File: src/rtl/xbar_pkg.sv
package xbar_pkg;
  typedef enum logic [1:0] {
    SP_IDLE  = 2'd0,
    SP_OFFER = 2'd1,
    SP_WAIT  = 2'd2
  } sub_state_e;
endpackage

File: src/rtl/xbar_sub_port.sv
module xbar_sub_port
  import xbar_pkg::*;
#(
  parameter int N_MGR = 3,
  parameter int DATA_W = 8,
  parameter int SRC_W = 2,
  parameter logic [N_MGR-1:0] COL_MASK = '1
) (
  input  logic                    clk,
  input  logic                    rst,
  input  logic [N_MGR-1:0]        req,
  input  logic [N_MGR*DATA_W-1:0] mgr_data,
  output logic                    out_valid,
  input  logic                    out_ready,
  output logic [DATA_W-1:0]       out_data,
  output logic [SRC_W-1:0]        out_src,
  output logic [N_MGR-1:0]        accept,
  output logic [N_MGR-1:0]        route,
  input  logic                    rsp_valid,
  output logic                    rsp_ready,
  input  logic [N_MGR-1:0]        mgr_rsp_ready
);
  sub_state_e state_q, state_d;
  logic [SRC_W-1:0] owner_q, ptr_q, pick, sel;
  logic any_req;
  logic done;

  // round-robin search starting at ptr_q, only over wired managers
  always_comb begin
    int idx;
    pick = '0;
    any_req = 1'b0;
    for (int i = 0; i < N_MGR; i++) begin
      idx = (int'(ptr_q) + i) % N_MGR;
      if (!any_req && req[idx] && COL_MASK[idx]) begin
        any_req = 1'b1;
        pick = SRC_W'(idx);
      end
    end
  end

  always_comb begin
    state_d = state_q;
    sel = owner_q;
    out_valid = 1'b0;
    accept = '0;
    route = '0;
    rsp_ready = 1'b0;
    done = 1'b0;
    case (state_q)
      SP_IDLE: begin
        if (any_req) begin
          sel = pick;
          out_valid = 1'b1;
          if (out_ready) begin
            accept[pick] = 1'b1;
            state_d = SP_WAIT;
          end else begin
            state_d = SP_OFFER;
          end
        end
      end
      SP_OFFER: begin
        out_valid = 1'b1;
        if (out_ready) begin
          accept[owner_q] = 1'b1;
          state_d = SP_WAIT;
        end
      end
      SP_WAIT: begin
        route[owner_q] = 1'b1;
        rsp_ready = mgr_rsp_ready[owner_q];
        if (rsp_valid && rsp_ready) begin
          done = 1'b1;
          state_d = SP_IDLE;
        end
      end
      default: state_d = SP_IDLE;
    endcase
  end

  // AND-OR payload mux; unwired inputs drop out at elaboration
  always_comb begin
    out_data = '0;
    for (int m = 0; m < N_MGR; m++) begin
      if (COL_MASK[m] && out_valid && sel == SRC_W'(m)) begin
        out_data = mgr_data[m*DATA_W +: DATA_W];
      end
    end
  end

  assign out_src = out_valid ? sel : '0;

  always_ff @(posedge clk) begin
    if (rst) begin
      state_q <= SP_IDLE;
      owner_q <= '0;
      ptr_q <= '0;
    end else begin
      state_q <= state_d;
      if (state_q == SP_IDLE && any_req) begin
        owner_q <= pick;
      end
      if (done) begin
        ptr_q <= (int'(owner_q) == N_MGR - 1) ? '0 : owner_q + 1'b1;
      end
    end
  end
endmodule

File: src/rtl/xbar_mgr_port.sv
module xbar_mgr_port #(
  parameter int N_SUB = 3,
  parameter int DST_W = 2,
  parameter int RSP_W = 8,
  parameter logic [N_SUB-1:0] ROW_MASK = '1
) (
  input  logic                   clk,
  input  logic                   rst,
  input  logic                   req_valid,
  input  logic [DST_W-1:0]       req_dst,
  output logic                   req_ready,
  output logic                   idle,
  input  logic [N_SUB-1:0]       acc_in,
  input  logic [N_SUB-1:0]       route_in,
  input  logic [N_SUB-1:0]       sub_rsp_valid,
  input  logic [N_SUB*RSP_W-1:0] sub_rsp_data,
  output logic                   rsp_valid,
  output logic [RSP_W-1:0]       rsp_data,
  output logic                   rsp_err,
  input  logic                   rsp_ready
);
  logic busy_q, err_q, dst_ok, err_take;

  always_comb begin
    dst_ok = 1'b0;
    for (int s = 0; s < N_SUB; s++) begin
      if (ROW_MASK[s] && req_dst == DST_W'(s)) dst_ok = 1'b1;
    end
  end

  assign err_take  = req_valid && !busy_q && !dst_ok;
  assign req_ready = err_take || (|acc_in);
  assign idle      = !busy_q;
  assign rsp_err   = err_q;

  always_comb begin
    rsp_valid = err_q;
    rsp_data = '0;
    for (int s = 0; s < N_SUB; s++) begin
      if (ROW_MASK[s] && route_in[s] && sub_rsp_valid[s]) begin
        rsp_valid = 1'b1;
        rsp_data = sub_rsp_data[s*RSP_W +: RSP_W];
      end
    end
  end

  always_ff @(posedge clk) begin
    if (rst) begin
      busy_q <= 1'b0;
      err_q <= 1'b0;
    end else begin
      if (rsp_valid && rsp_ready) begin
        busy_q <= 1'b0;
        err_q <= 1'b0;
      end
      if (req_ready) busy_q <= 1'b1;
      if (err_take) err_q <= 1'b1;
    end
  end
endmodule

File: src/rtl/sparse_xbar.sv
module sparse_xbar #(
  parameter int N_MGR = 3,
  parameter int N_SUB = 3,
  parameter int DATA_W = 8,
  parameter int RSP_W = 8,
  parameter int DST_W = (N_SUB > 1) ? $clog2(N_SUB) : 1,
  parameter int SRC_W = (N_MGR > 1) ? $clog2(N_MGR) : 1,
  parameter logic [N_MGR*N_SUB-1:0] CONN_MASK = '1
) (
  input  logic                    clk,
  input  logic                    rst,
  input  logic [N_MGR-1:0]        m_req_valid,
  output logic [N_MGR-1:0]        m_req_ready,
  input  logic [N_MGR*DST_W-1:0]  m_req_dst,
  input  logic [N_MGR*DATA_W-1:0] m_req_data,
  output logic [N_MGR-1:0]        m_rsp_valid,
  input  logic [N_MGR-1:0]        m_rsp_ready,
  output logic [N_MGR*RSP_W-1:0]  m_rsp_data,
  output logic [N_MGR-1:0]        m_rsp_err,
  output logic [N_SUB-1:0]        s_req_valid,
  input  logic [N_SUB-1:0]        s_req_ready,
  output logic [N_SUB*DATA_W-1:0] s_req_data,
  output logic [N_SUB*SRC_W-1:0]  s_req_src,
  input  logic [N_SUB-1:0]        s_rsp_valid,
  output logic [N_SUB-1:0]        s_rsp_ready,
  input  logic [N_SUB*RSP_W-1:0]  s_rsp_data
);
  function automatic logic [N_MGR-1:0] col_of(int s);
    logic [N_MGR-1:0] c;
    for (int m = 0; m < N_MGR; m++) c[m] = CONN_MASK[m*N_SUB + s];
    return c;
  endfunction

  logic [N_SUB-1:0][N_MGR-1:0] req_sm, acc_sm, route_sm;
  logic [N_MGR-1:0][N_SUB-1:0] acc_ms, route_ms;
  logic [N_MGR-1:0] mgr_idle;

  for (genvar m = 0; m < N_MGR; m++) begin : g_pair_m
    for (genvar s = 0; s < N_SUB; s++) begin : g_pair_s
      if (CONN_MASK[m*N_SUB + s]) begin : g_wired
        assign req_sm[s][m] = m_req_valid[m] && mgr_idle[m]
                              && m_req_dst[m*DST_W +: DST_W] == DST_W'(s);
      end else begin : g_open
        assign req_sm[s][m] = 1'b0;
      end
      assign acc_ms[m][s]   = acc_sm[s][m];
      assign route_ms[m][s] = route_sm[s][m];
    end
  end

  for (genvar s = 0; s < N_SUB; s++) begin : g_sub
    xbar_sub_port #(
      .N_MGR(N_MGR), .DATA_W(DATA_W), .SRC_W(SRC_W), .COL_MASK(col_of(s))
    ) u_port (
      .clk(clk), .rst(rst),
      .req(req_sm[s]), .mgr_data(m_req_data),
      .out_valid(s_req_valid[s]), .out_ready(s_req_ready[s]),
      .out_data(s_req_data[s*DATA_W +: DATA_W]),
      .out_src(s_req_src[s*SRC_W +: SRC_W]),
      .accept(acc_sm[s]), .route(route_sm[s]),
      .rsp_valid(s_rsp_valid[s]), .rsp_ready(s_rsp_ready[s]),
      .mgr_rsp_ready(m_rsp_ready)
    );
  end

  for (genvar m = 0; m < N_MGR; m++) begin : g_mgr
    xbar_mgr_port #(
      .N_SUB(N_SUB), .DST_W(DST_W), .RSP_W(RSP_W),
      .ROW_MASK(CONN_MASK[m*N_SUB +: N_SUB])
    ) u_port (
      .clk(clk), .rst(rst),
      .req_valid(m_req_valid[m]), .req_dst(m_req_dst[m*DST_W +: DST_W]),
      .req_ready(m_req_ready[m]), .idle(mgr_idle[m]),
      .acc_in(acc_ms[m]), .route_in(route_ms[m]),
      .sub_rsp_valid(s_rsp_valid), .sub_rsp_data(s_rsp_data),
      .rsp_valid(m_rsp_valid[m]), .rsp_data(m_rsp_data[m*RSP_W +: RSP_W]),
      .rsp_err(m_rsp_err[m]), .rsp_ready(m_rsp_ready[m])
    );
  end
endmodule

File: config.mk
export PLATFORM = sky130hd
export DESIGN_NAME = sparse_xbar
export DESIGN_NICKNAME = d
export VERILOG_FILES = /design/src/rtl/xbar_pkg.sv /design/src/rtl/xbar_sub_port.sv /design/src/rtl/xbar_mgr_port.sv /design/src/rtl/sparse_xbar.sv
export SDC_FILE = /design/constraint.sdc
export NUM_CORES = 1
export LEC_CHECK = 0
export BUFFER_PORTS_ARGS = -buffer_cell sky130_fd_sc_hd__buf_2
export CORE_MARGIN = 2
export CORE_UTILIZATION = 50
export CTS_CLUSTER_SIZE = 40
export DETAILED_ROUTE_END_ITERATION = 8
export PLACE_DENSITY = 0.89
export RECOVER_POWER = 25
export SLEW_MARGIN = 15
export SYNTH_ARGS = -nofsm -noshare
export SYNTH_HDL_FRONTEND = slang
export SYNTH_SLANG_ARGS = --single-unit
File: constraint.sdc
create_clock -name clk -period 6.85 [get_ports clk]
set_input_delay 1.0275 -clock clk [delete_from_list [all_inputs] [get_ports clk]]
set_output_delay 1.0275 -clock clk [all_outputs]
set_load 0.01 [all_outputs]
# Word level (Yosys, flattened, before mapping)
# Index checks and enable logic that the tools add are counted.
[word_totals] word_cells=375 regBits=24 input_bits=68
[classes] mux=192 n_eq_ne=30 reduce_logical=99 n_addsub=9 order_cmp=21 div_mod_pow=9
[ops] operator="32-bit by 4-bit < comparator with 1-bit output (second input constant)" count=9
[ops] operator="32-bit by 3-bit modulo with 32-bit output (second input constant)" count=6
[ops] operator="8-bit two-way mux" count=18
[ops] operator="3-bit by 3-bit modulo with 32-bit output (second input constant)" count=3
[ops] operator="1-bit two-way mux" count=93
[ops] operator="2-bit two-way mux" count=33
[ops] operator="1-bit logical AND" count=63
[ops] operator="1-bit binary-select mux with 2-bit select" count=21
[ops] operator="3-bit two-way mux" count=12
[ops] operator="2-bit == test (second input constant)" count=12
[ops] operator="2-bit by 1-bit == test with 1-bit output (second input constant)" count=9
[ops] operator="2-bit logical NOT" count=9
[ops] operator="2-bit by 3-bit < comparator with 1-bit output (second input constant)" count=6
[ops] operator="2-bit one-hot mux with 3 select lines" count=3
[ops] operator="3-bit one-hot mux with 2 select lines" count=3
[ops] operator="1-bit demux with 2-bit select" count=6
[ops] operator="2-bit by 1-bit >= comparator with 1-bit output (second input constant)" count=6
[ops] operator="1-bit logical NOT" count=12
[ops] operator="2-bit by 1-bit != test with 1-bit output (second input constant)" count=6
[ops] operator="2-bit nonzero test" count=6
[ops] operator="2-bit by 1-bit adder with 3-bit output (second input constant)" count=3
[ops] operator="2-bit by 2-bit adder with 3-bit output (second input constant)" count=3
[ops] operator="3-bit AND reduction" count=3
[ops] operator="3-bit OR reduction" count=3
[ops] operator="4 further kinds" count=12

# Depth between registers and ports, before layout
# Gate-level depths: netlist of the first run.
[logic_depth] word_depth=26 ltp_mapped=10 depth_no_buf=8

# By module
# From an unflattened synthesis of the first run, not the netlist that was laid out.
[unflattened] cells_unflattened=490 hier_area_um2=3649.8
[modules_own_cells] module="xbar_sub_port at g_sub[0].u_port ..." n_inst=2 cells_per_inst=128 area_each_um2=925.9
[modules_own_cells] module="xbar_mgr_port" n_inst=3 cells_per_inst=35 area_each_um2=292.8
[modules_own_cells] module="xbar_sub_port at g_sub[2].u_port" n_inst=1 cells_per_inst=120 area_each_um2=814.5
[modules_own_cells] module="sparse_xbar" n_inst=1 cells_per_inst=9 area_each_um2=105.1

# Worst setup path before layout of the first run
# OpenSTA, ideal clock, no wires.
[synth_timing] path_type="input -> output" startpoint="in m_req_dst[1]" endpoint="out s_req_data[0]" slack_ps=2888 arrival_ps=2934 n_path_buf=1 path_stages=7 required_time_ps=5822 path_cell_list="or4b_4 > a211o_1 > a211oi_4 > mux2i_1 > nand2b_1 > buf_2 > o2bb2ai_1"
[synth_via] elab_chain_cells=22 elab_cells_between_ends=37
[synth_lines] item="start, declared" line_no="sparse_xbar.sv:14" text="input logic [N_MGR*DST_W-1:0] m_req_dst,"
[synth_lines] item="2-bit logical NOT (*)" line_no="sparse_xbar.sv:42" text="&& m_req_dst[m*DST_W +: DST_W] == DST_W'(s);"
[synth_lines] item="1-bit logical AND (*)" line_no="sparse_xbar.sv:42"
[synth_lines] item="1-bit binary-select mux with 2-bit select" line_no="xbar_sub_port.sv:35" text="if (!any_req && req[idx] && COL_MASK[idx]) begin"
[synth_lines] item="1-bit two-way mux (not written as such) (2 in a row)" line_no="xbar_sub_port.sv:35"
[synth_lines] item="1-bit logical AND" line_no="xbar_sub_port.sv:35"
[synth_lines] item="1-bit two-way mux" line_no="xbar_sub_port.sv:35"
[synth_lines] item="1-bit logical NOT" line_no="xbar_sub_port.sv:35"
[synth_lines] item="1-bit logical AND (2 in a row)" line_no="xbar_sub_port.sv:35"
[synth_lines] item="(+2 left out)"
[synth_lines] item="1-bit logical AND (2 in a row)" line_no="xbar_sub_port.sv:35"
[synth_lines] item="2-bit two-way mux / 1-bit two-way mux (equally long branches)" line_no="xbar_sub_port.sv:35"
[synth_lines] item="2-bit two-way mux" line_no="xbar_sub_port.sv:52" text="if (any_req) begin"
[synth_lines] item="2-bit two-way mux" line_no="xbar_sub_port.sv:50" text="case (state_q)"
[synth_lines] item="2-bit logical NOT" line_no="xbar_sub_port.sv:86" text="if (COL_MASK[m] && out_valid && sel == SRC_W'(m)) begin"
[synth_lines] item="1-bit logical AND" line_no="xbar_sub_port.sv:86"
[synth_lines] item="8-bit two-way mux (2 in a row)" line_no="xbar_sub_port.sv:86"
[synth_lines] item="8-bit two-way mux (*)" line_no="xbar_sub_port.sv:86"
[synth_lines] item="end, declared" line_no="sparse_xbar.sv:22" text="output logic [N_SUB*DATA_W-1:0] s_req_data,"
# Every way passes the cells marked *; elsewhere a longest branch is shown, timed or not. The select of a mux whose other input is x is not followed.

# Worst setup path in the final report of the first run
[layout_timing] startpoint="in m_req_dst[0]" endpoint="out s_req_data[18]"
[layout_via] elab_chain_cells=22 elab_cells_between_ends=37
[layout_lines] item="2-bit == test (*)" line_no="sparse_xbar.sv:42"
[layout_lines] item="1-bit logical AND (*)" line_no="sparse_xbar.sv:42"
[layout_lines] item="1-bit binary-select mux with 2-bit select" line_no="xbar_sub_port.sv:35"
[layout_lines] item="1-bit two-way mux (not written as such) (2 in a row)" line_no="xbar_sub_port.sv:35"
[layout_lines] item="1-bit logical AND" line_no="xbar_sub_port.sv:35"
[layout_lines] item="1-bit two-way mux" line_no="xbar_sub_port.sv:35"
[layout_lines] item="1-bit logical NOT" line_no="xbar_sub_port.sv:35"
[layout_lines] item="1-bit logical AND (2 in a row)" line_no="xbar_sub_port.sv:35"
[layout_lines] item="(+2 left out)"
[layout_lines] item="1-bit logical AND (2 in a row)" line_no="xbar_sub_port.sv:35"
[layout_lines] item="2-bit two-way mux / 1-bit two-way mux (equally long branches)" line_no="xbar_sub_port.sv:35"
[layout_lines] item="2-bit two-way mux" line_no="xbar_sub_port.sv:52"
[layout_lines] item="2-bit two-way mux" line_no="xbar_sub_port.sv:50"
[layout_lines] item="2-bit logical NOT" line_no="xbar_sub_port.sv:86"
[layout_lines] item="1-bit logical AND" line_no="xbar_sub_port.sv:86"
[layout_lines] item="8-bit two-way mux (2 in a row)" line_no="xbar_sub_port.sv:86"
[layout_lines] item="8-bit two-way mux (*)" line_no="xbar_sub_port.sv:86"
# Marks and branches as above.

==> impl_results.md, run 1 <==
* Status: finished clean
* CP max FO at 11
* First DRT Iteration DRCs at 350
* Filler cells at about 570
* Most common cell after layout, fill and taps aside: buf_2
* Req. time, crit path at around 5.8 ns
* Hold Buf Count CTS at 0
* Vias at about 4,000
* Initial antenna violation count at 0
* CP Capture Type: primary output
* Gpl congestion at 0.9047
* WL/cell at 17.59 um
* Tcrit/Tclk final at between 70% and 80%
* CTS tree: built
* Startpoint type of the worst setup path: input pin
* Die Y at roughly 84 um
* Critical path, cell by cell: clkbuf_1, and4bb_2, or4_1, nand4_1, mux2i_1, clkbuf_1, nand2b_1, o22ai_1, buf_2
* Max_cap viols at 0
* Pre-CTS setup slack at 2.381 ns
* Worst path top cell family by delay: simple AND/OR/NAND/NOR gates
* Post-synth ARST share at 0%
* Commonest cells after routing, fill and taps aside: buf_2 (128), nor2_1 (48), nand2_1 (38)
* Yosys warns at 0
* Synth top area cells: dfxtp_1 (15%), mux2i_1 (7.4%), a22oi_1 (5.8%), nor2_1 (5.6%), a21oi_1 (4.6%)
* Setup TNS at 0 ns
* Overall Power at approximately 0.00048 W
* Initial Utilization at ~50%
* Share of cells above drive strength 1 at roughly 30%
* # setup viols final at 0
* Top FF cell, synth: dfxtp_1
* Core ar. at approximately 6300 um2
* CP Buf/Inv Count at 3
* VDD IR max at ~83 uV
* Distinct cells, synth at 71
* GRT Total Usage at around 28%
* Final ANT Viol Nets at 0
* Total die area at a little over 7000 um2
* Post-CTS sizing at 0
* CTS buffer count at 3
* Clock transition at the registers of the reported paths at 0.08 ns
* Slew headroom at between 20% and 30%
* Mapped cell area at between 3000 and 4000 um2
* Layout net count at just over 600
* CTS root buffer: clkbuf_8
* Worst Tran Pin Value at between 1 and 1.5 ns
* CTS max path bufs at 2
* Dpl hpwl at approximately 8500 um
* Pwr/cell area at ~130 nW/um2
* Kind of critical path: in -> out
* Vias/cell at approximately 6.5
* Antenna cells at 0
* Worst EP arrival at approximately 3.9 ns
* RSZ-0062 raised after global routing: false
* Post-synthesis net count at 511
* First-pass GRT wire length at roughly 17,000 um
* Drt total wl at around 11,000 um
* Final worst slack at 1.972 ns
* Skew final at 0.005129 ns
* Lkg Pwr at ~1.7 nW
* IO Pins at 137
* # rows at 29
* Critical Path Max Stage Delay at ~0.57 ns
* Layout area overhead at 18.63%
* Syn avg cell area at around 7.4 um2
* Clk_lat worst skew at approximately 0.27 ns
* Gr ovfl total at 0
* Mapped Cells at about 440
* Buffers on Ports at 136
* Die Wd at about 84 um
* Residual DRC at 0
* Fin. max-slew vios at 0
* EDFF count, synth at 0
* Worst path slowest cell: clkbuf_1
* Pre-antenna DRT Iters at 5
* Seq/Total Area, Yosys at ~15%
* Top cell type's share of synthesized area at between 10% and 20%
* Hold WC Path Type: reg -> reg
* H-tree depth at 1
* Setup Fix Bufs, Post-CTS at 0
* Most frequent CP cell: clkbuf_1
* CTS Sinks at 24
* Largest area contributor in the netlist: dfxtp_1
* Final hold vios at 0
* FF+latch count, synth at 24
* Final Critical Period at ~5 ns
* Largest net degree at the start of global routing at 25
* Max Freq at ~210 MHz
* Number of global-route vias before repair at 3,521
[where the power goes]
part           internal [W]  switching [W]
registers          0.000147      0.0000143
logic             0.0000968       0.000128
clock network     0.0000514      0.0000471
total              0.000295       0.000190
[flip-flops by register name, summed over array words and instances, names as in the netlist]
signal / count
g_sub.u_port.ptr_q: 6
g_mgr.u_port.rsp_err: 3
g_sub.u_port.state_q: 6
g_mgr.u_port.busy_q: 3
g_sub.u_port.owner_q: 6
[final timing paths]
path                         endpoint                      from  cells after the start  slack, ns
max                    s_req_data[18]              m_req_dst[0]                      9       1.97
min          g_sub[2].u_port.ptr_q[0]  g_sub[2].u_port.ptr_q[0]                      2       0.48
max reg2reg    g_mgr[2].u_port.busy_q    g_mgr[1].u_port.busy_q                      6       4.17
min reg2reg  g_sub[2].u_port.ptr_q[0]  g_sub[2].u_port.ptr_q[0]                      2       0.48
[cells in the mapped netlist, drive strengths merged, types with 8 or more instances]
| cell type | count |
|---|---|
| nand3 | 10 |
| mux2 | 11 |
| a22oi | 25 |
| nor2b | 9 |
| a22o | 9 |
| nand2b | 8 |
| o22ai | 9 |
| clkbuf | 20 |
| nand2 | 38 |
| nor3 | 14 |
| mux2i | 24 |
| nor2 | 48 |
| buf | 21 |
| o21ai | 17 |
| dfxtp | 24 |
| inv | 14 |
| a21oi | 30 |
| o2bb2ai | 9 |
[layer usage]
| layer | GRT usage, % | vias up | routed length, um |
|---|---|---|---|
| met5 | 0 | - | 0 |
| met4 | 11.69 | 0 | 368 |
| met3 | 2.852 | 36 | 1141 |
| met2 | 50.79 | 317 | 5035 |
| met1 | 34.92 | 1796 | 4290 |
| li1 | - | 1857 | - |
[worst min-delay path: cells and delay by family (launching register included)]
kind,cells,cell delay (ns)
flops,1,0.33
compound gates,1,0.05
simple gates,1,0.06
[final cells by class]
type / count / area, um2 / share of cell area, %
Inverter: 14 / 52.55 / 1.371
Clock buffer: 4 / 55.05 / 1.436
Timing Repair Buffer: 139 / 689.4 / 17.99
Tap cell: 77 / 96.34 / 2.514
Sequential cell: 24 / 480.5 / 12.54
Multi-Input combinational cell: 358 / 2459 / 64.15
[metrics by stage]
stage               instance area, um2  hold slack [ns]  utilization [%]  cells
finish                            3832           0.4782            60.70    616
global route                      3832           0.5105            60.70    616
CTS                               3854           0.4791            61.04    616
detailed placement                3799           0.4675            60.17    612
global placement                  3799           0.4615            60.17    612
floorplan                         3231           0.4492                -    437
[kinds of logic (layout without fill, tap and decap cells)]
family          count (synthesis)  count (layout)  synth area share (%)
buf+inv                        55             157                 8.792
compound gates                142             142                 31.95
simple gates                  173             173                 30.02
mux                            35              35                 11.39
fa+ha+maj                       8               8                 2.982
flops                          24              24                 14.87
Power figures use the tool's default switching activity.
==> run 2, diff against run 1 <==
--- a/config.mk
+++ b/config.mk
@@ -7,10 +7,10 @@
 export LEC_CHECK = 0
 export BUFFER_PORTS_ARGS = -buffer_cell sky130_fd_sc_hd__buf_2
 export CORE_MARGIN = 2
-export CORE_UTILIZATION = 50
+export CORE_UTILIZATION = 45
 export CTS_CLUSTER_SIZE = 40
 export DETAILED_ROUTE_END_ITERATION = 8
-export PLACE_DENSITY = 0.89
+export PLACE_DENSITY = 0.85
 export RECOVER_POWER = 25
 export SLEW_MARGIN = 15
 export SYNTH_ARGS = -nofsm -noshare
==> constraint.sdc (replaced) <==
create_clock -name clk -period 4 [get_ports clk]
set_input_delay 0.6 -clock clk [delete_from_list [all_inputs] [get_ports clk]]
set_output_delay 0.6 -clock clk [all_outputs]
set_load 0.01 [all_outputs]
==> run 2 against run 1 <==
Effect of this change:
- setup slack got worse by 1.7 ns
- sequential cell count did not move
- cell count rose by 3.2%
- power rose by 67%
- sequential power rose by 71%
- worst hold slack improved by 0.020 ns
- global-route usage fell by 3.5 points
- die area rose by 11%
- clock-buffer cell count fell by 1
==> impl_results.md, run 2 (synthesized netlist as in run 1, its figures left out) <==
* Share of cells above drive strength 1 at 30.19% (was 29.68%)
* Clk network pwr share at 18.4% (was 20.3%)
* Hold Buf Count CTS at 0 (unchanged)
* Pre-CTS setup slack at 0.4627 ns (was 2.381 ns)
* Skew final at 0.002573 ns (was 0.005129 ns)
* CTS tree: built (unchanged)
* H-tree depth at 1 (unchanged)
* Vias/cell at 6.113 (was 6.503)
* CTS buffer count at 3 (unchanged)
* Core ar. at 6869 um2 (was 6314 um2)
* Final ANT Viol Nets at 0 (unchanged)
* Final worst slack at 0.2916 ns (was 1.972 ns)
* CP max FO at 10 (was 11)
* Layout net count at 616 (was 614)
* Total die area at 7873 um2 (was 7120 um2)
* Clock transition at the registers of the reported paths at 0.09 ns (was 0.08 ns)
* Largest registers: g_sub.u_port.owner_q x6, g_sub.u_port.ptr_q x6, g_sub.u_port.state_q x6 (unchanged)
* Slew headroom at 21.53% (was 24.94%)
* # rows at 30 (was 29)
* Clk_lat worst skew at 0.27 ns (about the same)
* Final hold vios at 0 (unchanged)
* Pre-antenna DRT Iters at 6 (was 5)
* CTS root buffer: clkbuf_8 (unchanged)
* Max_cap viols at 0 (unchanged)
* Psw at 0.0003213 W (was 0.0001896 W)
* Antenna cells at 0 (unchanged)
* Number of global-route vias before repair at 3,452 (was 3,521)
* Max Freq at about 270 MHz
* First DRT Iteration DRCs at 351 (was 350)
* CTS Sinks at 24 (unchanged)
* Worst Tran Pin Value at 1.177 ns (was 1.126 ns)
* Post-CTS sizing at 0 (unchanged)
* Reg power frac at 34.1% (was 33.2%)
* Net Sw Frac at 39.76% (was 39.13%)
* Residual DRC at 0 (unchanged)
* Layout area overhead at 19.67% (was 18.63%)
* Hold depth at 2 (unchanged)
* Dpl hpwl at 8361 um (was 8481 um)
* GRT Total Usage at 24.97% (was 28.47%)
* Tcrit/Tclk final at between 90% and 100%
* Gpl congestion at 0.9071 (was 0.9047)
* Util after Layout at 56.28% (was 60.70%)
* Worst EP arrival at 3.11 ns (was 3.85 ns)
* IO Pins at 137 (unchanged)
* Gr ovfl total at 0 (unchanged)
* Most common cell after layout, fill and taps aside: buf_2 (unchanged)
* Setup TNS at 0 ns (unchanged)
* Status: finished clean (unchanged)
* Buffers on Ports at 136 (unchanged)
* Vias at 3,888 (was 4,006)
* # setup viols final at 0 (unchanged)
* Drt total wl at 10,580 um (was 10,840 um)
* Initial Utilization at 47.03% (was 51.17%)
* WL/cell at 16.64 um (was 17.59 um)
* Final Critical Period at approximately 3.7 ns
* Kind of critical path: reg -> out (was in -> out)
* Int Power at 0.0004868 W (was 0.0002950 W)
* Setup Fix Bufs, Post-CTS at 0 (unchanged)
* CP Capture Type: primary output (unchanged)
* RSZ-0062 raised after global routing: false (unchanged)
* Combinational power share at 47.5% (was 46.4%)
* Initial antenna violation count at 0 (unchanged)
* First-pass GRT wire length at 15,810 um (was 16,930 um)
* Pwr/cell area at 209.0 nW/um2 (was 126.5 nW/um2)
* VDD IR max at 122.5 uV (was 82.60 uV)
* CTS max path bufs at 2 (unchanged)
* R2R cell count at 8 (was 6)
* Lkg Pwr at 1.741 nW (was 1.735 nW)
* Hold WC Path Type: reg -> reg (unchanged)
* Startpoint type of the worst setup path: flip-flop (was input pin)
* Filler cells at 637 (was 568)
* Fin. max-slew vios at 0 (unchanged)
* Commonest cells after routing, fill and taps aside: buf_2 (129), nor2_1 (48), nand2_1 (38) (was buf_2 (128), nor2_1 (48), nand2_1 (38))
* Die Wd at 88.73 um (was 84.38 um)
* Largest net degree at the start of global routing at 25 (unchanged)
* Die Y at 88.73 um (was 84.38 um)
* Req. time, crit path at 3.40 ns (was 5.82 ns)
run 2: changes by cell type in the layout (fill, tap and decap cells not counted):
cell / previous run / this run
buf_4: 2 / 4
nor4_2: 1 / 0
nor4b_2: 1 / 2
mux2_2: 10 / 9
or4b_4: 0 / 1
or4b_1: 2 / 1
clkbuf_1: 9 / 8
buf_2: 128 / 129
clkbuf_8: 4 / 3
nor4_1: 3 / 4
mux2_4: 0 / 1
nor4b_1: 2 / 1
run 2: final cells by class:
cell class | instances | area [um2] | share of cell area [%]
clock buffers | 3 | 41.29 | 1.068
multi-input cells | 358 | 2466 | 63.79
flip-flops and latches | 24 | 480.5 | 12.43
well taps | 96 | 120.1 | 3.107
repair buffers | 141 | 705.7 | 18.25
inverters | 14 | 52.55 | 1.359
run 2: metal layers:
| layer | track usage (%) | share of wire [%] | vias up | wire length (um) |
|---|---|---|---|---|
| met3 | 3.358 | 9.3 | 17 | 983 |
| met2 | 48.03 | 49 | 233 | 5173 |
| li1 | - | - | 1863 | - |
| met5 | 0 | 0 | - | 0 |
| met4 | 6.061 | 1.3 | 0 | 135 |
| met1 | 28.74 | 41 | 1775 | 4290 |
run 2: worst paths after layout:
kind	startpoint	end	slack, ns
hold reg to reg	g_sub[2].u_port.ptr_q[0]	g_sub[2].u_port.ptr_q[0]	0.50
setup / recovery	g_sub[2].u_port.ptr_q[0]	s_req_data[18]	0.29
setup reg to reg	g_sub[0].u_port.ptr_q[0]	g_mgr[1].u_port.busy_q	1.49
hold / removal	g_sub[2].u_port.ptr_q[0]	g_sub[2].u_port.ptr_q[0]	0.50
run 2: per-stage QoR:
step	hold slack, ns	total power, W	cells	cell area [um2]
6_report	0.4983	0.0008081	636	3866
5_1_grt	0.5173	0.0008537	636	3866
4_1_cts	0.4975	0.0008069	636	3879
3_5_place_dp	0.4801	0.0006596	633	3837
3_3_place_gp	0.4626	0.0006478	633	3837
2_1_floorplan	0.4492	0.0005296	437	3231
run 2: worst max-delay path, stage by stage (launching register included):
cell,delay (ns)
dfxtp_1,0.38
inv_1,0.06
ha_1,0.36
or4_1,0.61
a31oi_1,0.47
nor2_1,0.32
nand2_1,0.33
o22ai_1,0.15
buf_2,0.16
run 2: power groups by stage:
stage	logic, W	clock network, W	registers (W)
global route	0.000415	0.000161	0.000278
floorplan	0.000264	0	0.000265
CTS	0.000381	0.000151	0.000274
global placement	0.000369	0	0.000278
finish	0.000384	0.000149	0.000275
detailed placement	0.000379	0	0.000280
